--- config.mk ---
export PLATFORM = sky130hd
export DESIGN_NAME = ols_selector
export DESIGN_NICKNAME = d
export VERILOG_FILES = /design/src/rtl/ols_pkg.sv /design/src/rtl/ols_argmin.sv /design/src/rtl/ols_occ_counter.sv /design/src/rtl/ols_selector.sv
export SDC_FILE = /design/constraint.sdc
export NUM_CORES = 1
export LEC_CHECK = 0
export ABC_CLOCK_PERIOD_IN_PS = 29400
export BUFFER_PORTS_ARGS = -buffer_cell sky130_fd_sc_hd__buf_2
export CAP_MARGIN = 5
export CORE_ASPECT_RATIO = 1.4
export CORE_MARGIN = 4
export CORE_UTILIZATION = 60
export CTS_CLUSTER_SIZE = 20
export DETAILED_ROUTE_END_ITERATION = 12
export PLACE_DENSITY_LB_ADDON = 0.25
export SLEW_MARGIN = 20
export SYNTH_ARGS = -nofsm -noshare
export SYNTH_HDL_FRONTEND = slang
export SYNTH_HIERARCHICAL = 1
export SYNTH_SLANG_ARGS = --single-unit
export TNS_END_PERCENT = 1
--- constraint.sdc ---
create_clock -name clk -period 29.4 [get_ports clk]
set_clock_uncertainty 0.1 [all_clocks]
set_input_delay 4.41 -clock clk [delete_from_list [all_inputs] [get_ports clk]]
set_output_delay 4.41 -clock clk [all_outputs]
set_load 0.1 [all_outputs]
--- src/rtl/ols_pkg.sv ---
package ols_pkg;

    // Width of a binary index able to name n items (at least one bit).
    function automatic int idx_bits(input int n);
        return (n > 1) ? $clog2(n) : 1;
    endfunction

    // Width of a running occupancy sum that cannot overflow within one cycle.
    function automatic int sum_bits(input int cnt_w, input int len_w, input int nreq);
        return ((cnt_w > len_w) ? cnt_w : len_w) + $clog2(nreq + 1) + 1;
    endfunction

endpackage

--- src/rtl/ols_argmin.sv ---
module ols_argmin #(
    parameter int NUM_OUT = 4,
    parameter int VAL_W   = 8,
    parameter int PORT_W  = 2
) (
    input  logic [NUM_OUT*VAL_W-1:0] vals,
    input  logic [NUM_OUT-1:0]       allow,
    output logic                     found,
    output logic [PORT_W-1:0]        idx
);

    logic [VAL_W-1:0] best;

    // Linear scan; strict less-than keeps the lowest index on ties.
    always_comb begin
        found = 1'b0;
        idx   = '0;
        best  = '0;
        for (int o = 0; o < NUM_OUT; o++) begin
            if (allow[o] && (!found || vals[o*VAL_W +: VAL_W] < best)) begin
                found = 1'b1;
                idx   = PORT_W'(o);
                best  = vals[o*VAL_W +: VAL_W];
            end
        end
    end

endmodule

--- src/rtl/ols_occ_counter.sv ---
module ols_occ_counter #(
    parameter int CNT_W = 6,
    parameter int SUM_W = 10
) (
    input  logic             clk,
    input  logic             rst_n,
    input  logic [SUM_W-1:0] charged,
    input  logic             dep,
    output logic [CNT_W-1:0] cnt
);

    logic [SUM_W-1:0] cap;
    logic [SUM_W-1:0] drained;
    logic [CNT_W-1:0] cnt_d;

    assign cap = SUM_W'({CNT_W{1'b1}});

    always_comb begin
        drained = (dep && charged != '0) ? charged - 1'b1 : charged;
        cnt_d   = (drained > cap) ? {CNT_W{1'b1}} : drained[CNT_W-1:0];
    end

    always_ff @(posedge clk or negedge rst_n) begin
        if (!rst_n) cnt <= '0;
        else        cnt <= cnt_d;
    end

    // A departure with no charge lowers a non-empty count by exactly one.
    p_dec_one_r7: assert property (@(posedge clk) disable iff (!rst_n)
        (charged == SUM_W'(cnt) && dep && cnt != '0) |=> cnt == $past(cnt) - 1'b1);

    // Nothing charged and nothing stored: stays empty whatever departs.
    p_floor_r9: assert property (@(posedge clk) disable iff (!rst_n)
        (charged == '0) |=> cnt == '0);

    // A total above the ceiling, even after a departure, pins the count at max.
    p_ceiling_r10: assert property (@(posedge clk) disable iff (!rst_n)
        (charged > cap + 1'b1) |=> cnt == {CNT_W{1'b1}});

    // Charge and departure together: net change is charge minus one.
    p_both_r8: assert property (@(posedge clk) disable iff (!rst_n)
        (dep && charged > SUM_W'(cnt) && charged <= cap) |=> SUM_W'(cnt) == $past(charged) - 1'b1);

endmodule

--- src/rtl/ols_selector.sv ---
module ols_selector
    import ols_pkg::*;
#(
    parameter int NUM_OUT = 4,
    parameter int NUM_REQ = 3,
    parameter int LEN_W   = 4,
    parameter int CNT_W   = 6,
    parameter int PORT_W  = idx_bits(NUM_OUT)
) (
    input  logic                      clk,
    input  logic                      rst_n,
    input  logic [NUM_REQ-1:0]        req_valid,
    input  logic [NUM_REQ*NUM_OUT-1:0] req_mask,
    input  logic [NUM_REQ*LEN_W-1:0]  req_len,
    input  logic [NUM_OUT-1:0]        depart,
    output logic [NUM_REQ-1:0]        grant_valid,
    output logic [NUM_REQ*PORT_W-1:0] grant_port
);

    localparam int SUM_W = sum_bits(CNT_W, LEN_W, NUM_REQ);

    logic [CNT_W-1:0] occ [NUM_OUT];
    // run[k][o]: occupancy of output o as seen by request k of this cycle.
    logic [SUM_W-1:0] run [NUM_REQ+1][NUM_OUT];

    genvar o, k;

    generate
        for (o = 0; o < NUM_OUT; o++) begin : g_out
            assign run[0][o] = SUM_W'(occ[o]);

            ols_occ_counter #(
                .CNT_W (CNT_W),
                .SUM_W (SUM_W)
            ) u_cnt (
                .clk     (clk),
                .rst_n   (rst_n),
                .charged (run[NUM_REQ][o]),
                .dep     (depart[o]),
                .cnt     (occ[o])
            );
        end

        for (k = 0; k < NUM_REQ; k++) begin : g_req
            logic [NUM_OUT*SUM_W-1:0] flat;
            logic [NUM_OUT-1:0]       allow;
            logic                     hit;
            logic [PORT_W-1:0]        pick;

            always_comb begin
                for (int j = 0; j < NUM_OUT; j++) flat[j*SUM_W +: SUM_W] = run[k][j];
            end

            assign allow = req_valid[k] ? req_mask[k*NUM_OUT +: NUM_OUT] : '0;

            ols_argmin #(
                .NUM_OUT (NUM_OUT),
                .VAL_W   (SUM_W),
                .PORT_W  (PORT_W)
            ) u_pick (
                .vals  (flat),
                .allow (allow),
                .found (hit),
                .idx   (pick)
            );

            assign grant_valid[k]                 = hit;
            assign grant_port[k*PORT_W +: PORT_W] = pick;

            // Charge the chosen output so later requests of this cycle see it.
            for (o = 0; o < NUM_OUT; o++) begin : g_chg
                assign run[k+1][o] = run[k][o] +
                    ((hit && pick == PORT_W'(o)) ? SUM_W'(req_len[k*LEN_W +: LEN_W]) : '0);

                // The winner is never more loaded than any other admissible output.
                p_least_r3: assert property (@(posedge clk) disable iff (!rst_n)
                    (hit && allow[o]) |-> run[k][pick] <= run[k][o]);

                // Ties resolve to the lower index.
                p_tie_low_r4: assert property (@(posedge clk) disable iff (!rst_n)
                    (hit && allow[o] && PORT_W'(o) < pick) |-> run[k][o] > run[k][pick]);
            end

            p_grant_in_mask_r2: assert property (@(posedge clk) disable iff (!rst_n)
                hit |-> req_mask[k*NUM_OUT + int'(pick)] && req_valid[k]);

            p_no_grant_empty_r2: assert property (@(posedge clk) disable iff (!rst_n)
                (!req_valid[k] || req_mask[k*NUM_OUT +: NUM_OUT] == '0) |-> !hit);
        end
    endgenerate

endmodule

==> out/results.txt, run 1 <==
The detail route stage leaves a number of antenna-violating nets equal to 0. The number of nets in the layout came out at 1207. After detailed routing, the total wire length is 20000 µm.

After detailed placement, the design holds a cell count of 1159. The synthesized flop and latch total was 24. Sequential elements use 8.02% of the synthesized area. The multi-input combinational cells in the finished layout cover a total of 6710 µm². Pin count of the biggest net entering global routing: 25. TritonCTS built the clock tree. CTS placed an instance of clkbuf_16 at the clock tree root. After filler insertion, the fill cell instance count of the layout stands at 1087.

After detailed routing, the number of remaining DRC violations is 0. The largest registers in the layout are g_out.u_cnt/cnt: 24 flops. The relative slew slack is 52.4%, and the number of pins with negative max-slew slack in the final report is 0.

The run gives 381 as the DRC violation total after the first TritonRoute iteration. For the H-tree depth, the log shows 1. For the pin with the worst max-slew slack, the measured transition is 0.706 ns.

The register with the highest flop count was g_out.u_cnt/cnt. Summing all non-filler instances in the final layout gives an area of 8210 µm². The first TritonRoute pass finished after 5 iterations. The worst setup path is of the input port to output pin kind. The effective utilization at floorplan was 61.1%. The worst path buffer plus inverter count works out to 8. For the number of failing setup endpoints in the final timing report, the log shows 0.

After routing, the total negative slack on setup checks comes to 0 ns. In this run the count of I/O pins placed on the die edge is 42. In the final layout, flip-flops and latches occupy 601 µm². The number of antenna diodes in the final layout is 0.

The cell area after placement was 7970 µm²; the leakage dissipation was 3.86 nW. Class of the tightest hold or removal check: flip-flop to flip-flop. By area the synthesized netlist is led by ha_1 (22%), dfrtp_1 (8.0%), mux2_4 (4.8%), a21oi_1 (4.5%), nor2_1 (4.1%). For this design, the slowest cell found on the critical path is a2111oi_0. The critical hold path startpoint was g_out[1].u_cnt/cnt[4]$_DFF_PN0_. Cells fill 67.0% of the core in the end. In this run the horizontal extent of the chip is 102 µm. The cell family contributing the most delay on the critical path is compound AO/OA/AOI/OAI gates. The tools report the initial antenna violation count as 0. The register clock-pin slew on the reported worst setup and hold paths came out at 0.06 ns. The netlist uses 81 different library cells. The vias per cell works out to 6.05. The region available for standard cell placement spans 12300 µm². The setup check on the worst reg-to-reg path leaves a slack of 6.73 ns. The routed design could run at a clock period as short as 28.23 ns. Startpoint of the most critical setup path: req_valid[0]. For the routability congestion estimate, the log shows 0.981.

Buffers inserted to repair hold after CTS numbered 0. The share of synthesized area in the top cell type comes to 21.6%. At the placement stage, the worst setup path has a slack of 0.462 ns.

By instance count, the cell type seen most on the critical path is ha_1. The endpoint type of the worst setup path is an output pin. VDD sags by at most 0.0651 mV. The later pin in the worst-skew pair is clocked with a latency of 0.26 ns. The highest fanout seen on the critical path was 22.

The startpoint type of the worst setup path was an input port. The logs give 14400 µm² for the overall die area and 48 for the site row count. Across all setup checks in the final design, the least slack found is 1.17 ns. At the worst endpoint, the required time is 24.89 ns. The run gives 2 as the maximum count of clock buffers along a single path. TritonCTS created 3 clock buffers. The number of synthesized flops with an enable pin was 0; the average wire per standard cell was 17.0 µm. The placed wire-length estimate was 16800 µm; the critical path data arrival time was 23.72 ns. The proportion of register bits with asynchronous set or reset after synthesis is 100%, and the count of warnings emitted by yosys is 6. Peak per-stage delay on the critical path: 0.44 ns.

The synthesized netlist cell count was 926. The final count of hold timing violations is 0. After the flow finishes, the layout carries non-filler instances totaling 1181.

The register with the most flip-flops in the layout has 24 of them. The cell area after technology mapping was 7490 µm²; the count of port buffers added during placement was 41. In the final layout, the share of cells above drive strength 1 is 14.8%.

The via count of the first global-routing pass is 6712. Each instance of the synthesized netlist takes up on average 8.09 µm². The most used flip-flop cell after synthesis is dfrtp_1. The tool flagged a number of max-cap violations equal to 0. The tools report the startpoint of the most critical register-to-register path as g_out[0].u_cnt/cnt[4]$_DFF_PN0_.

Counting every sink on the clock net gives 24. The count of vias placed by the detailed router was 7143. Power spread over the standard cell area amounts to 97.8 nW/µm².

The biggest area contributor in the post-synthesis netlist is ha_1. The remaining global-route overflow came out at 0. The flow ran to the end, and the final reports show no timing, DRC or antenna violations. The aggregate global-route resource usage is 28.0%.

The first global-routing pass estimated 32200 µm of wire. The growth of design area from synthesis to finish came out at 9.57%. Based on the critical path, the design can be clocked at up to 0.0354 GHz. The worst path uses 96.0% of the clock period.

The floorplan step set the die height to 140 µm.
[worst min-delay path, stage by stage, from the launching register on]
cell      delay, ns
dfrtp_1        0.51
o211ai_1       0.13
o21ai_0        0.27
nand3b_1       0.17
[what timing repair did]
| action | 4_1_cts | 5_1_grt |
|---|---|---|
| hold endpoints to repair | 0 | 0 |
| resized for setup | 0 | 9 |
| setup endpoints to repair | 0 | 2 |
| setup buffers | 0 | 19 |
[layout make-up]
| cell class | count | area share (%) |
|---|---|---|
| multi-input combinational | 871 | 81.7 |
| sequential | 24 | 7.32 |
| timing repair buffer | 61 | 4.44 |
| inverter | 72 | 3.29 |
| tap | 150 | 2.29 |
| clock buffer | 3 | 0.915 |
[per-stage QoR]
step	power [mW]	hold WS [ns]
2_1_floorplan	0.603	0.792
3_3_place_gp	0.733	0.940
3_5_place_dp	0.746	0.957
4_1_cts	0.782	0.970
5_1_grt	0.884	1.07
6_report	0.803	1.01
[final timing paths]
check,end,cells after the start
min in group asynchronous,g_out[3].u_cnt/cnt[2]$_DFF_PN0_,1
worst max-delay path,grant_port[4],93
worst min-delay path,g_out[1].u_cnt/cnt[4]$_DFF_PN0_,3
max in group asynchronous,g_out[1].u_cnt/cnt[1]$_DFF_PN0_,1
worst max register to register,g_out[1].u_cnt/cnt[1]$_DFF_PN0_,103
worst min register to register,g_out[1].u_cnt/cnt[4]$_DFF_PN0_,3
[synthesized netlist by cell type, types with 7 or more instances]
master,n
a211oi_1,13
a21o_1,21
a21oi_1,67
a21oi_2,7
a32oi_1,9
and2_1,39
and3_2,9
dfrtp_1,24
fa_1,12
ha_1,129
inv_1,72
mux2_4,24
mux2i_1,9
nand2_1,78
nand2b_1,12
nand3_1,8
nand3b_1,10
nand4_1,14
nor2_1,82
nor2b_1,12
nor3_1,22
o2111ai_1,11
o211ai_1,21
o21a_1,9
o21ai_0,33
o221ai_1,10
xnor2_1,33
xor2_1,13
[report_power, final]
part | internal (mW) | switching (mW)
registers | 0.0444 | 0.0179
clock network | 0.0180 | 0.0118
logic | 0.290 | 0.420
[cell usage in the layout, fill, tap and decap left out, types with 33 or more instances in the layout]
cell type,n
a21oi_1,66
buf_2,39
inv_1,72
conb_1,57
ha_1,129
xnor2_1,33
nand2_1,78
nor2_1,82
and2_1,39
o21ai_0,33
[per-layer routing]
layer | vias to the layer above | GRT usage [%] | routed length (µm)
met2 | 203 | 47.4 | 9740
met1 | 3311 | 35.0 | 8310
met3 | 53 | 2.49 | 991
li1 | 3576 | - | -
met4 | 0 | 13.3 | 990
met5 | - | 0 | 0
[cells by family after synthesis]
family                     count (synthesis)  share of synthesized area, %
and+or+nand+nor                          336                          25.2
AOI/OAI and AO/OA                        253                          23.8
adders and majority gates                141                          24.8
buffers and inverters                     87                          5.50
xor gates and xnor gates                  51                          6.63
muxes                                     33                          6.02
DFF                                       24                          8.02
other                                      1                        0.0501
Power figures use the tool's default switching activity.
==> inputs of run 2 (changes only) <==
--- a/constraint.sdc
+++ b/constraint.sdc
@@ -4,2 +4,2 @@
 set_output_delay 4.41 -clock clk [all_outputs]
-set_load 0.1 [all_outputs]
+set_load 0.01 [all_outputs]
==> out/results.txt, run 2 (synthesis results as in run 1) <==
Number of top-level design ports: 42. The number of flip-flops under the largest register name works out to 24. The min-delay analysis places its worst path in the category flip-flop to flip-flop. The tools report the required time of the critical path as 24.89 ns.

Critical hold path startpoint: g_out[3].u_cnt/cnt[5]$_DFF_PN0_. The fraction of final layout cells with drive strength greater than 1 came out at 14.2%. The floorplan step set the die height to 140 µm.

The peak per-stage delay on the critical path was 0.48 ns; the met3 track utilization from global routing was 3.34%. The tools report the routability congestion estimate as 1.01. In the final layout, the registers with the most flip-flops are g_out.u_cnt/cnt: 24 flops.

The initial antenna violation count is 0. Cell with the largest stage delay on the worst path: a2111oi_0. The internal reg-to-reg setup slack is 6.55 ns. The register with the highest flop count was g_out.u_cnt/cnt.

The first global-routing pass estimated 33200 µm of wire. Port buffering added 41 buffers. The worst hold path depth came out at 3.

The total overflow left after global routing is 0. The tools report the site row count as 48. The register clock-pin slew on the reported worst setup and hold paths is 0.06 ns. Worst setup path category: input port to output pin.

The run gives 52.8% as the relative slew slack. The leading cell type in the layout, fill and taps excluded is ha_1. The fill cell instance count of the final layout is 1118. The worst-case IR drop observed on VDD is 0.0793 mV. Endpoint type of the worst setup path: an output pin. In the routed design, unresolved DRC markers number 0. In this run the clock root is driven by a clkbuf_16. The run gives 7110 as the via count of the first global-routing pass. Counting every sink on the clock net gives 24. The transition at the pin with the smallest max-transition slack is 0.701 ns, and the met2 global-route usage is 48.2%. Summed over all failing endpoints, the final setup total negative slack is 0 ns.

Worst reg-to-reg path cell count: 101. TritonCTS built the clock tree. The peak-usage layer in the global routing report was met2. The die is 102 µm wide.

The run gives 0 as the final count of hold timing violations. Setup violations remaining at the end of the flow were counted as 0. Entering global routing, the biggest net connects 25 pins. The routed layout has 7225 vias. The average wire per standard cell works out to 17.3 µm. The tools report the worst hold slack as 0.970 ns. The critical path data arrival time is 23.64 ns. The most frequent cell on the critical path was ha_1. The routed design has 20300 µm of wire. The maximum count of clock buffers along a single path was 2; the clock insertion delay at the later pin of the skew report was 0.26 ns. For the aggregate global-route resource usage, the log shows 28.5%. Using the TritonRoute via totals, the vias-per-cell ratio works out to 6.17.

Setup repair after global routing left no endpoint under its margin. STA classifies the critical path startpoint as an input port. Compared with the post-synthesis result, the final layout area differs by 8.49%.

Power spread over the standard cell area amounts to 96.7 nW/µm². Placed wire-length estimate: 17000 µm. The run finished with clean final reports.

Max-cap violations in this run came to 0. The first TritonRoute pass finished after 5 iterations. The logs give 3.81 nW for the leakage dissipation and 34.6% for the met1 track utilization from global routing. The quantity of hold-fixing buffers added after cts is 0. The number of routed nets with antenna violations was 0.

The tools report the fmax as 0.0355 GHz. The die covers 14400 µm². Antenna diode count: 0.

Clock tree synthesis inserted a total of 3 buffers. The number of pins with negative max-slew slack in the final report came out at 0. The minimum clock period works out to 28.15 ns. The library cells used most frequently in the layout, excluding fill and tap cells, are ha_1 (129), nor2_1 (82), nand2_1 (78), inv_1 (72), a21oi_1 (66). Along the worst path, the maximum fanout reaches 10. After layout, the worst path uses 95.8% of the clock period. Once the floorplan was initialized, standard cells occupied 61.1% of the core. The core region is 12300 µm².

Startpoint of the most critical register-to-register path: g_out[0].u_cnt/cnt[4]$_DFF_PN0_. The DRC violation total after the first TritonRoute iteration is 419. In this run the worst setup path begins at req_valid[0]. The H-tree depth was 1; the number of nets in the layout was 1197.
-- run 2: final cells by class --
type | instances | area [µm²] | area share (%)
clock buffer | 3 | 75.1 | 0.924
multi-input combinational | 871 | 6710 | 82.6
sequential | 24 | 601 | 7.39
inverter | 72 | 270 | 3.33
timing repair buffer | 51 | 280 | 3.45
tap | 150 | 188 | 2.31
-- run 2: where the power goes --
group | switching, mW | internal (mW) | total (mW)
sequential | 0.0179 | 0.0444 | 0.0622
clock | 0.0122 | 0.0181 | 0.0303
combinational | 0.405 | 0.288 | 0.693
-- run 2: metrics by stage --
step           cell area, µm²  worst slack [ns]  utilization [%]  instances  power [mW]
3_3_place_gp             7960              1.23             65.0       1159       0.717
2_1_floorplan            7700              3.42                -        982       0.586
3_5_place_dp             7960             0.612             65.0       1159       0.730
6_report                 8120              1.25             66.3       1171       0.785
4_1_cts                  8030             0.493             65.6       1162       0.767
5_1_grt                  8120           0.00368             66.3       1171       0.869
-- run 2: layer usage --
metal / part of all wire [%] / vias to the layer above
met5: 0 / -
met4: 5.6 / 0
met3: 5.8 / 88
met2: 48 / 273
met1: 40 / 3307
li1: - / 3557
-- run 2: repair_timing --
action | CTS | global route
setup endpoints to repair | 0 | 6
gates resized for setup | 0 | 8
setup buffers | 0 | 9
-- run 2: critical path, delay by kind of cell --
kind / cells / cell delay [ns]
and+or+nand+nor: 25 / 3.98
buffers and inverters: 5 / 0.73
adders and majority gates: 13 / 3.95
AOI/OAI and AO/OA: 44 / 9.49
muxes: 3 / 1.05
-- run 2: path summary, 6_finish.rpt --
path / endpoint
setup / recovery: grant_port[4]
hold / removal: g_out[3].u_cnt/cnt[4]$_DFF_PN0_
setup reg to reg: g_out[1].u_cnt/cnt[0]$_DFF_PN0_
hold reg to reg: g_out[3].u_cnt/cnt[4]$_DFF_PN0_
max in group asynchronous: g_out[1].u_cnt/cnt[4]$_DFF_PN0_
min in group asynchronous: g_out[2].u_cnt/cnt[2]$_DFF_PN0_
